$ cat src/rtl/ppb_pkg.sv
// Package: shared target encoding and fixed address constants of the
// system control space router. Assumes 32-bit addresses, 4 KB pages.
package ppb_pkg;
    typedef enum logic [2:0] {
        TGT_RAZ    = 3'd0,
        TGT_FAULT  = 3'd1,
        TGT_SYS    = 3'd2,
        TGT_TMR_S  = 3'd3,
        TGT_TMR_NS = 3'd4,
        TGT_REL    = 3'd5
    } ppb_tgt_e;

    localparam int          PAGE_W     = 12;
    localparam logic [11:0] SPACE_TAG  = 12'hE00;
    localparam logic [7:0]  PAGE_SCS   = 8'h0E;
    localparam logic [7:0]  PAGE_ALIAS = 8'h2E;
    localparam logic [7:0]  PAGE_REL   = 8'h05;
    localparam logic [11:0] TMR_LO     = 12'h010;
    localparam logic [11:0] TMR_HI     = 12'h0EF;
endpackage

$ cat src/rtl/ppb_win_decode.sv
// Module: resolves one 4 KB control window. The timer range (priority 1)
// overrides the system register region (priority 0). Assumes the caller
// has already decided that the window is hit and which security applies.
module ppb_win_decode
    import ppb_pkg::*;
#(
    parameter int OFF_W = PAGE_W
) (
    input  logic [OFF_W-1:0] off,
    input  logic             secure,
    output ppb_tgt_e         tgt
);
    logic tmr_hit;

    // Timer sub-range membership, bounds inclusive.
    always_comb tmr_hit = (off >= TMR_LO) && (off <= TMR_HI);

    // Higher-priority timer region wins over the enclosing register region.
    always_comb begin
        if (tmr_hit) tgt = secure ? TGT_TMR_S : TGT_TMR_NS;
        else         tgt = TGT_SYS;
    end
endmodule

$ cat src/rtl/ppb_decode.sv
// Module: combinational decode of a full request into a target and the
// effective secure attribute. Optional alias and reliability windows are
// chosen by parameters; absent windows fall to the default responder.
module ppb_decode
    import ppb_pkg::*;
#(
    parameter int ADDR_W  = 32,
    parameter bit HAS_SEC = 1'b1,
    parameter bit HAS_REL = 1'b1
) (
    input  logic [ADDR_W-1:0] addr,
    input  logic              priv,
    input  logic              secure,
    output ppb_tgt_e          tgt,
    output logic              eff_secure
);
    localparam int TAG_LSB  = ADDR_W - 12;
    localparam int PAGE_LSB = PAGE_W;

    logic       in_space;
    logic [7:0] page;
    logic       scs_hit;
    logic       alias_hit;
    logic       rel_hit;
    ppb_tgt_e   main_tgt;
    ppb_tgt_e   alias_tgt;

    // Split the address into space tag and page number.
    always_comb begin
        in_space = (addr[ADDR_W-1:TAG_LSB] == SPACE_TAG);
        page     = addr[PAGE_LSB+7:PAGE_LSB];
        scs_hit  = in_space && (page == PAGE_SCS);
    end

    ppb_win_decode #(.OFF_W(PAGE_W)) u_main (
        .off    (addr[PAGE_W-1:0]),
        .secure (secure),
        .tgt    (main_tgt)
    );

    generate
        if (HAS_SEC) begin : g_alias
            // Alias window always decodes as the non-secure view.
            ppb_win_decode #(.OFF_W(PAGE_W)) u_alias (
                .off    (addr[PAGE_W-1:0]),
                .secure (1'b0),
                .tgt    (alias_tgt)
            );
            assign alias_hit = in_space && (page == PAGE_ALIAS);
        end else begin : g_no_alias
            assign alias_tgt = TGT_RAZ;
            assign alias_hit = 1'b0;
        end

        if (HAS_REL) begin : g_rel
            assign rel_hit = in_space && (page == PAGE_REL);
        end else begin : g_no_rel
            assign rel_hit = 1'b0;
        end
    endgenerate

    // Priority pick: default responder first, then any claiming region.
    always_comb begin
        tgt        = priv ? TGT_RAZ : TGT_FAULT;
        eff_secure = secure;
        if (scs_hit) begin
            tgt = main_tgt;
        end else if (alias_hit && secure) begin
            tgt        = alias_tgt;
            eff_secure = 1'b0;
        end else if (rel_hit) begin
            tgt = TGT_REL;
        end
    end
endmodule

$ cat src/rtl/ppb_resp_stage.sv
// Module: the single register stage. Holds the decoded target and the
// forwarded fields, drives one-hot slave selects and muxes the response.
// Assumes slaves return read data combinationally in the select cycle.
module ppb_resp_stage
    import ppb_pkg::*;
#(
    parameter int DATA_W = 32,
    parameter int OFF_W  = PAGE_W
) (
    input  logic              clk,
    input  logic              rst_n,
    input  logic              in_valid,
    input  ppb_tgt_e          in_tgt,
    input  logic [OFF_W-1:0]  in_off,
    input  logic              in_write,
    input  logic [DATA_W-1:0] in_wdata,
    input  logic [1:0]        in_size,
    input  logic              in_secure,
    input  logic [DATA_W-1:0] rd_sysreg,
    input  logic [DATA_W-1:0] rd_tmr_s,
    input  logic [DATA_W-1:0] rd_tmr_ns,
    input  logic [DATA_W-1:0] rd_rel,
    output logic              sel_sysreg,
    output logic              sel_tmr_s,
    output logic              sel_tmr_ns,
    output logic              sel_rel,
    output logic [OFF_W-1:0]  fwd_offset,
    output logic              fwd_write,
    output logic [DATA_W-1:0] fwd_wdata,
    output logic [1:0]        fwd_size,
    output logic              fwd_secure,
    output logic              resp_valid,
    output logic [DATA_W-1:0] resp_rdata,
    output logic              resp_fault
);
    logic     st_valid;
    ppb_tgt_e st_tgt;
    logic [DATA_W-1:0] slave_rd;

    // Capture the decode result and forwarded fields once per cycle.
    always_ff @(posedge clk) begin
        if (!rst_n) begin
            st_valid   <= 1'b0;
            st_tgt     <= TGT_RAZ;
            fwd_offset <= '0;
            fwd_write  <= 1'b0;
            fwd_wdata  <= '0;
            fwd_size   <= '0;
            fwd_secure <= 1'b0;
        end else begin
            st_valid   <= in_valid;
            st_tgt     <= in_tgt;
            fwd_offset <= in_off;
            fwd_write  <= in_write;
            fwd_wdata  <= in_wdata;
            fwd_size   <= in_size;
            fwd_secure <= in_secure;
        end
    end

    // One-hot selects qualified by the stage valid.
    always_comb begin
        sel_sysreg = st_valid && (st_tgt == TGT_SYS);
        sel_tmr_s  = st_valid && (st_tgt == TGT_TMR_S);
        sel_tmr_ns = st_valid && (st_tgt == TGT_TMR_NS);
        sel_rel    = st_valid && (st_tgt == TGT_REL);
    end

    // Pick the read bus of the chosen slave; default responder gives zero.
    always_comb begin
        case (st_tgt)
            TGT_SYS:    slave_rd = rd_sysreg;
            TGT_TMR_S:  slave_rd = rd_tmr_s;
            TGT_TMR_NS: slave_rd = rd_tmr_ns;
            TGT_REL:    slave_rd = rd_rel;
            default:    slave_rd = '0;
        endcase
    end

    // Response fields: writes and idle cycles carry zero data.
    always_comb begin
        resp_valid = st_valid;
        resp_fault = st_valid && (st_tgt == TGT_FAULT);
        resp_rdata = (st_valid && !fwd_write) ? slave_rd : '0;
    end


    resp_follows_req_chk: assert property (@(posedge clk) disable iff (!rst_n)
        resp_valid |-> $past(in_valid));


    sel_idle_chk: assert property (@(posedge clk) disable iff (!rst_n)
        !resp_valid |-> !(sel_sysreg || sel_tmr_s || sel_tmr_ns || sel_rel || resp_fault));


    fault_no_sel_chk: assert property (@(posedge clk) disable iff (!rst_n)
        resp_fault |-> !(sel_sysreg || sel_tmr_s || sel_tmr_ns || sel_rel) && (resp_rdata == '0));
endmodule

$ cat src/rtl/sys_space_router.sv
// Module: top of the system control space router. Decodes each request,
// registers the result for one cycle, and returns the response next cycle.
// Assumes a request can be taken every cycle (no back-pressure).
module sys_space_router
    import ppb_pkg::*;
#(
    parameter int ADDR_W  = 32,
    parameter int DATA_W  = 32,
    parameter bit HAS_SEC = 1'b1,
    parameter bit HAS_REL = 1'b1
) (
    input  logic              clk,
    input  logic              rst_n,
    input  logic              req_valid,
    input  logic [ADDR_W-1:0] req_addr,
    input  logic              req_write,
    input  logic [1:0]        req_size,
    input  logic [DATA_W-1:0] req_wdata,
    input  logic              req_priv,
    input  logic              req_secure,
    output logic              sel_sysreg,
    output logic              sel_tmr_s,
    output logic              sel_tmr_ns,
    output logic              sel_rel,
    output logic [PAGE_W-1:0] fwd_offset,
    output logic              fwd_write,
    output logic [DATA_W-1:0] fwd_wdata,
    output logic [1:0]        fwd_size,
    output logic              fwd_secure,
    input  logic [DATA_W-1:0] rd_sysreg,
    input  logic [DATA_W-1:0] rd_tmr_s,
    input  logic [DATA_W-1:0] rd_tmr_ns,
    input  logic [DATA_W-1:0] rd_rel,
    output logic              resp_valid,
    output logic [DATA_W-1:0] resp_rdata,
    output logic              resp_fault
);
    ppb_tgt_e dec_tgt;
    logic     dec_secure;

    ppb_decode #(.ADDR_W(ADDR_W), .HAS_SEC(HAS_SEC), .HAS_REL(HAS_REL)) u_decode (
        .addr       (req_addr),
        .priv       (req_priv),
        .secure     (req_secure),
        .tgt        (dec_tgt),
        .eff_secure (dec_secure)
    );

    ppb_resp_stage #(.DATA_W(DATA_W), .OFF_W(PAGE_W)) u_stage (
        .clk        (clk),
        .rst_n      (rst_n),
        .in_valid   (req_valid),
        .in_tgt     (dec_tgt),
        .in_off     (req_addr[PAGE_W-1:0]),
        .in_write   (req_write),
        .in_wdata   (req_wdata),
        .in_size    (req_size),
        .in_secure  (dec_secure),
        .rd_sysreg  (rd_sysreg),
        .rd_tmr_s   (rd_tmr_s),
        .rd_tmr_ns  (rd_tmr_ns),
        .rd_rel     (rd_rel),
        .sel_sysreg (sel_sysreg),
        .sel_tmr_s  (sel_tmr_s),
        .sel_tmr_ns (sel_tmr_ns),
        .sel_rel    (sel_rel),
        .fwd_offset (fwd_offset),
        .fwd_write  (fwd_write),
        .fwd_wdata  (fwd_wdata),
        .fwd_size   (fwd_size),
        .fwd_secure (fwd_secure),
        .resp_valid (resp_valid),
        .resp_rdata (resp_rdata),
        .resp_fault (resp_fault)
    );


    tmr_s_secure_chk: assert property (@(posedge clk) disable iff (!rst_n)
        sel_tmr_s |-> fwd_secure && !$past(req_addr[19:12] == PAGE_ALIAS));


    fault_unpriv_chk: assert property (@(posedge clk) disable iff (!rst_n)
        resp_fault |-> !$past(req_priv));


    alias_clears_secure_chk: assert property (@(posedge clk) disable iff (!rst_n)
        (sel_sysreg || sel_tmr_ns) && $past(req_addr[19:12] == PAGE_ALIAS) |-> !fwd_secure);


    write_zero_data_chk: assert property (@(posedge clk) disable iff (!rst_n)
        resp_valid && fwd_write |-> resp_rdata == '0);
endmodule

$ cat config.mk
export PLATFORM = sky130hd
export DESIGN_NAME = sys_space_router
export DESIGN_NICKNAME = d
export VERILOG_FILES = /design/src/rtl/ppb_pkg.sv /design/src/rtl/ppb_win_decode.sv /design/src/rtl/ppb_decode.sv /design/src/rtl/ppb_resp_stage.sv /design/src/rtl/sys_space_router.sv
export SDC_FILE = /design/constraint.sdc
export NUM_CORES = 1
export LEC_CHECK = 0
export ABC_AREA = 1
export ABC_CLOCK_PERIOD_IN_PS = 1200
export BUFFER_PORTS_ARGS = -buffer_cell sky130_fd_sc_hd__buf_2
export CORE_AREA = 2 2 113 115
export CTS_CLUSTER_SIZE = 10
export DETAILED_ROUTE_END_ITERATION = 8
export DIE_AREA = 0 0 115 117
export GPL_TIMING_DRIVEN = 0
export HOLD_SLACK_MARGIN = 0.12
export SLEW_MARGIN = 5
export SYNTH_ARGS = -nofsm -noshare
export SYNTH_HDL_FRONTEND = slang
export SYNTH_HIERARCHICAL = 1
export SYNTH_SLANG_ARGS = --single-unit
$ cat constraint.sdc
create_clock -name clk -period 1.2 [get_ports clk]
set_input_delay 0.12 -clock clk [delete_from_list [all_inputs] [get_ports clk]]
set_output_delay 0.12 -clock clk [all_outputs]
set_load 0.005 [all_outputs]
==> results.toml <==
[pwr]
p_comb_share_pct = 22.7
p_leak_nw = 3.743
peakVddDrop_mv = 1.010
seqPwrFrac_pct = 43.5
intPower_mw = 3.107
p_sw_mw = 1.126
power_density_nw_per_um2 = 658.4
swShare_pct = 26.60
power_frac_clock_pct = 33.8

[layout]
diodes = 0
seq_area_um2 = 1054
fillers = 1233
final_layout_size_suffix_gt1_share_pct = 44.27
areaGrowthSynthToFinish_pct = 73.97
stdcell_area_um2 = 6430
fin_nets = 1132
multi_input_area_um2 = 2078

[status]
status = "finished with violations"
violations = "negative setup slack"

[global_routing]
grt_pass1_wl_mm = 22.51
antenna_found_initial = 0
grt_max_degree = 18
grtUsageTotal_pct = 20.84
grt.overflow.total = 0
grt_pass1_vias = 4817

[worst_setup_path]
endpoint_kind = "output port"
cp.required_ns = 1.08
arrival_ns = 1.52
crit_chain = "nor2_4 > buf_6 > nand3_2 > nand2_1 > nor2_1 > nor2_1 > buf_2"
path_common_cell = "nor2_1"
critPathMaxFanout = 7
max_stage_delay_ns = 0.38
path_class = "reg -> out"
cp-start-kind = "flop"
cp_slowest_cell = "dfxtp_4"

[clock_network]
cts_root_buf = "clkbuf_16"
cts_tree = "built"
htree_levels = 2
path_clk_slew_ns = 0.07
clock_path_buffers = 2
cts_buffers = 5
clock_sinks = 52

[synthesis]
synthCells = 577
synth_top_area_share_pct = 28.17
syn_area_um2 = 3696
synthArstFlopShare_pct = 0
yosysSeqAreaShare_pct = 28.17
synth.avg_cell_area_um2 = 6.406
yosysWarnings = 6
synth_flop_cell = "dfxtp_1"
synth_cell_types = 26
yosysTopAreaCell = "dfxtp_1"
ys_seq_elements = 52
synth-edff-count = 0
synthTopCellsByArea = "dfxtp_1 28%, nand4_1 17%, nand2_1 15%"

[die]
row_count = 41
initial_core_util_pct = 30.02
pin_count = 286
dieArea_um2 = 13460
core_um2 = 12310
die_h_um = 117
die_x_um = 115

[timing]
slew_violations = 0
whs_ns = 0.1325
final.period_utilization_pct = 136.4
setup_viol_count_final = 37
rsz0062_at_grt = "yes"
setup_ws_ns = -0.4367
hold_violations = 0
period_needed_ns = 1.637
fmax_mhz = 611.0

[place]
port_buffers = 284
dpl.hpwl_mm = 11.27
gp_congestion = 0.8675
postPlaceCellArea_um2 = 5309

[drt]
ant_nets = 0
wl_mm = 15.57
drt_drc_violations_left = 0
post_drt_via_cell_ratio = 4.767
dr_total_vias = 5163
dr.pass1.iters = 4
post_drt_wl_per_cell_um = 14.38
drt_iter0_drc = 256

[min_path]
worstHoldPathType = "in -> reg"

[flow_run]
max-cap-violations = 0
==> state kept, by name, summed over array words and instances, names as in the netlist <==
register and flops:
u_stage/fwd_wdata 32, u_stage/fwd_offset 12, u_stage/st_tgt 3, u_stage/fwd_size 2, u_stage/fwd_secure 1, u_stage/fwd_write 1, u_stage/resp_valid 1
==> layout by cell type (no fill, tap or decap), types with 2 or more instances in the layout <==
master / instances
dlygate4sd3_1: 48
nor4_4: 2
buf_8: 6
buf_4: 12
nand3_2: 9
dfxtp_1: 48
nor2_4: 8
buf_2: 299
nand2_1: 140
dfxtp_4: 3
inv_2: 4
inv_1: 72
nor2_2: 9
clkbuf_16: 11
clkbuf_4: 2
buf_6: 16
nand2_2: 10
inv_6: 2
conb_1: 2
nor4_1: 2
nor3_4: 2
nor2_1: 74
nand4_1: 102
buf_12: 5
nand3_1: 29
nor3_2: 3
==> path summary, 6_finish.rpt <==
| path | to | startpoint | cells past startpoint |
|---|---|---|---|
| setup / recovery | resp_rdata[17] | u_stage/st_tgt[0]$_SDFF_PN0_ | 7 |
| hold / removal | u_stage/fwd_wdata[28]$_SDFF_PN0_ | rst_n | 3 |
==> kinds of logic after synthesis <==
| family | count (synthesis) | share of synthesized area, % |
|---|---|---|
| compound gates | 1 | 0.2370 |
| buf+inv | 128 | 18.42 |
| simple gates | 395 | 53.08 |
| other cells | 1 | 0.1015 |
| flops | 52 | 28.17 |
==> power by group through the flow <==
stage | combinational [mW] | clock (mW) | sequential (mW)
detailed placement | 0.786 | 0 | 1.87
global placement | 0.786 | 0 | 1.87
floorplan | 0.262 | 0 | 1.89
CTS | 0.940 | 1.47 | 1.84
global route | 1.06 | 1.54 | 1.85
finish | 0.962 | 1.43 | 1.84
==> stage by stage <==
| step | cells | total power [mW] | TNS [ns] | setup slack [ns] | utilization (%) |
|---|---|---|---|---|---|
| finish | 1083 | 4.233 | -14.08 | -0.4367 | 52.23 |
| global route | 1083 | 4.446 | -17.52 | -0.5313 | 52.23 |
| CTS | 1072 | 4.249 | -14.31 | -0.4361 | 49.62 |
| detailed placement | 1012 | 2.661 | -3.995 | -0.2289 | 43.12 |
| global placement | 1012 | 2.658 | -4.350 | -0.2292 | 43.12 |
| floorplan | 578 | 2.152 | 0 | 0.08401 | - |
==> per-layer routing <==
layer | vias to the layer above | part of all wire (%) | track usage (%)
met4 | 0 | 1.3 | 6.265
met1 | 2317 | 38 | 22.92
met2 | 240 | 52 | 39.76
met3 | 15 | 8.7 | 4.840
met5 | - | 0 | 0
li1 | 2591 | - | -
==> area by class of cell <==
type / count / area share [%]
Multi-Input combinational cell: 398 / 32.32
Clock inverter: 3 / 0.3308
Sequential cell: 52 / 16.38
Clock buffer: 5 / 1.946
Tap cell: 150 / 2.919
Buffer: 46 / 7.200
Inverter: 78 / 4.631
Timing Repair Buffer: 351 / 34.27
==> cells in the mapped netlist (6+ instances only) <==
| cell type | instances |
|---|---|
| nor2_4 | 8 |
| nor2_2 | 6 |
| nor2_1 | 77 |
| inv_1 | 72 |
| buf_6 | 19 |
| nand2_2 | 6 |
| nand2_1 | 145 |
| buf_4 | 8 |
| dfxtp_1 | 52 |
| buf_2 | 22 |
| nand3_1 | 34 |
| nand4_1 | 102 |
==> what timing repair did <==
action                                  4_1_cts  5_1_grt
gates resized for setup                      29       38
setup buffers                                 3        6
hold buffers                                 48        0
endpoints found under the setup margin       37       37
pin swaps                                     2       17
endpoints found under the hold margin        48        0
cloned                                        2        8
==> worst max-delay path: cells and delay by family (launching register included) <==
kind          cells  cell delay [ns]
simple gates      5             0.54
flops             1             0.38
buf+inv           2             0.30
Power figures use the tool's default switching activity.
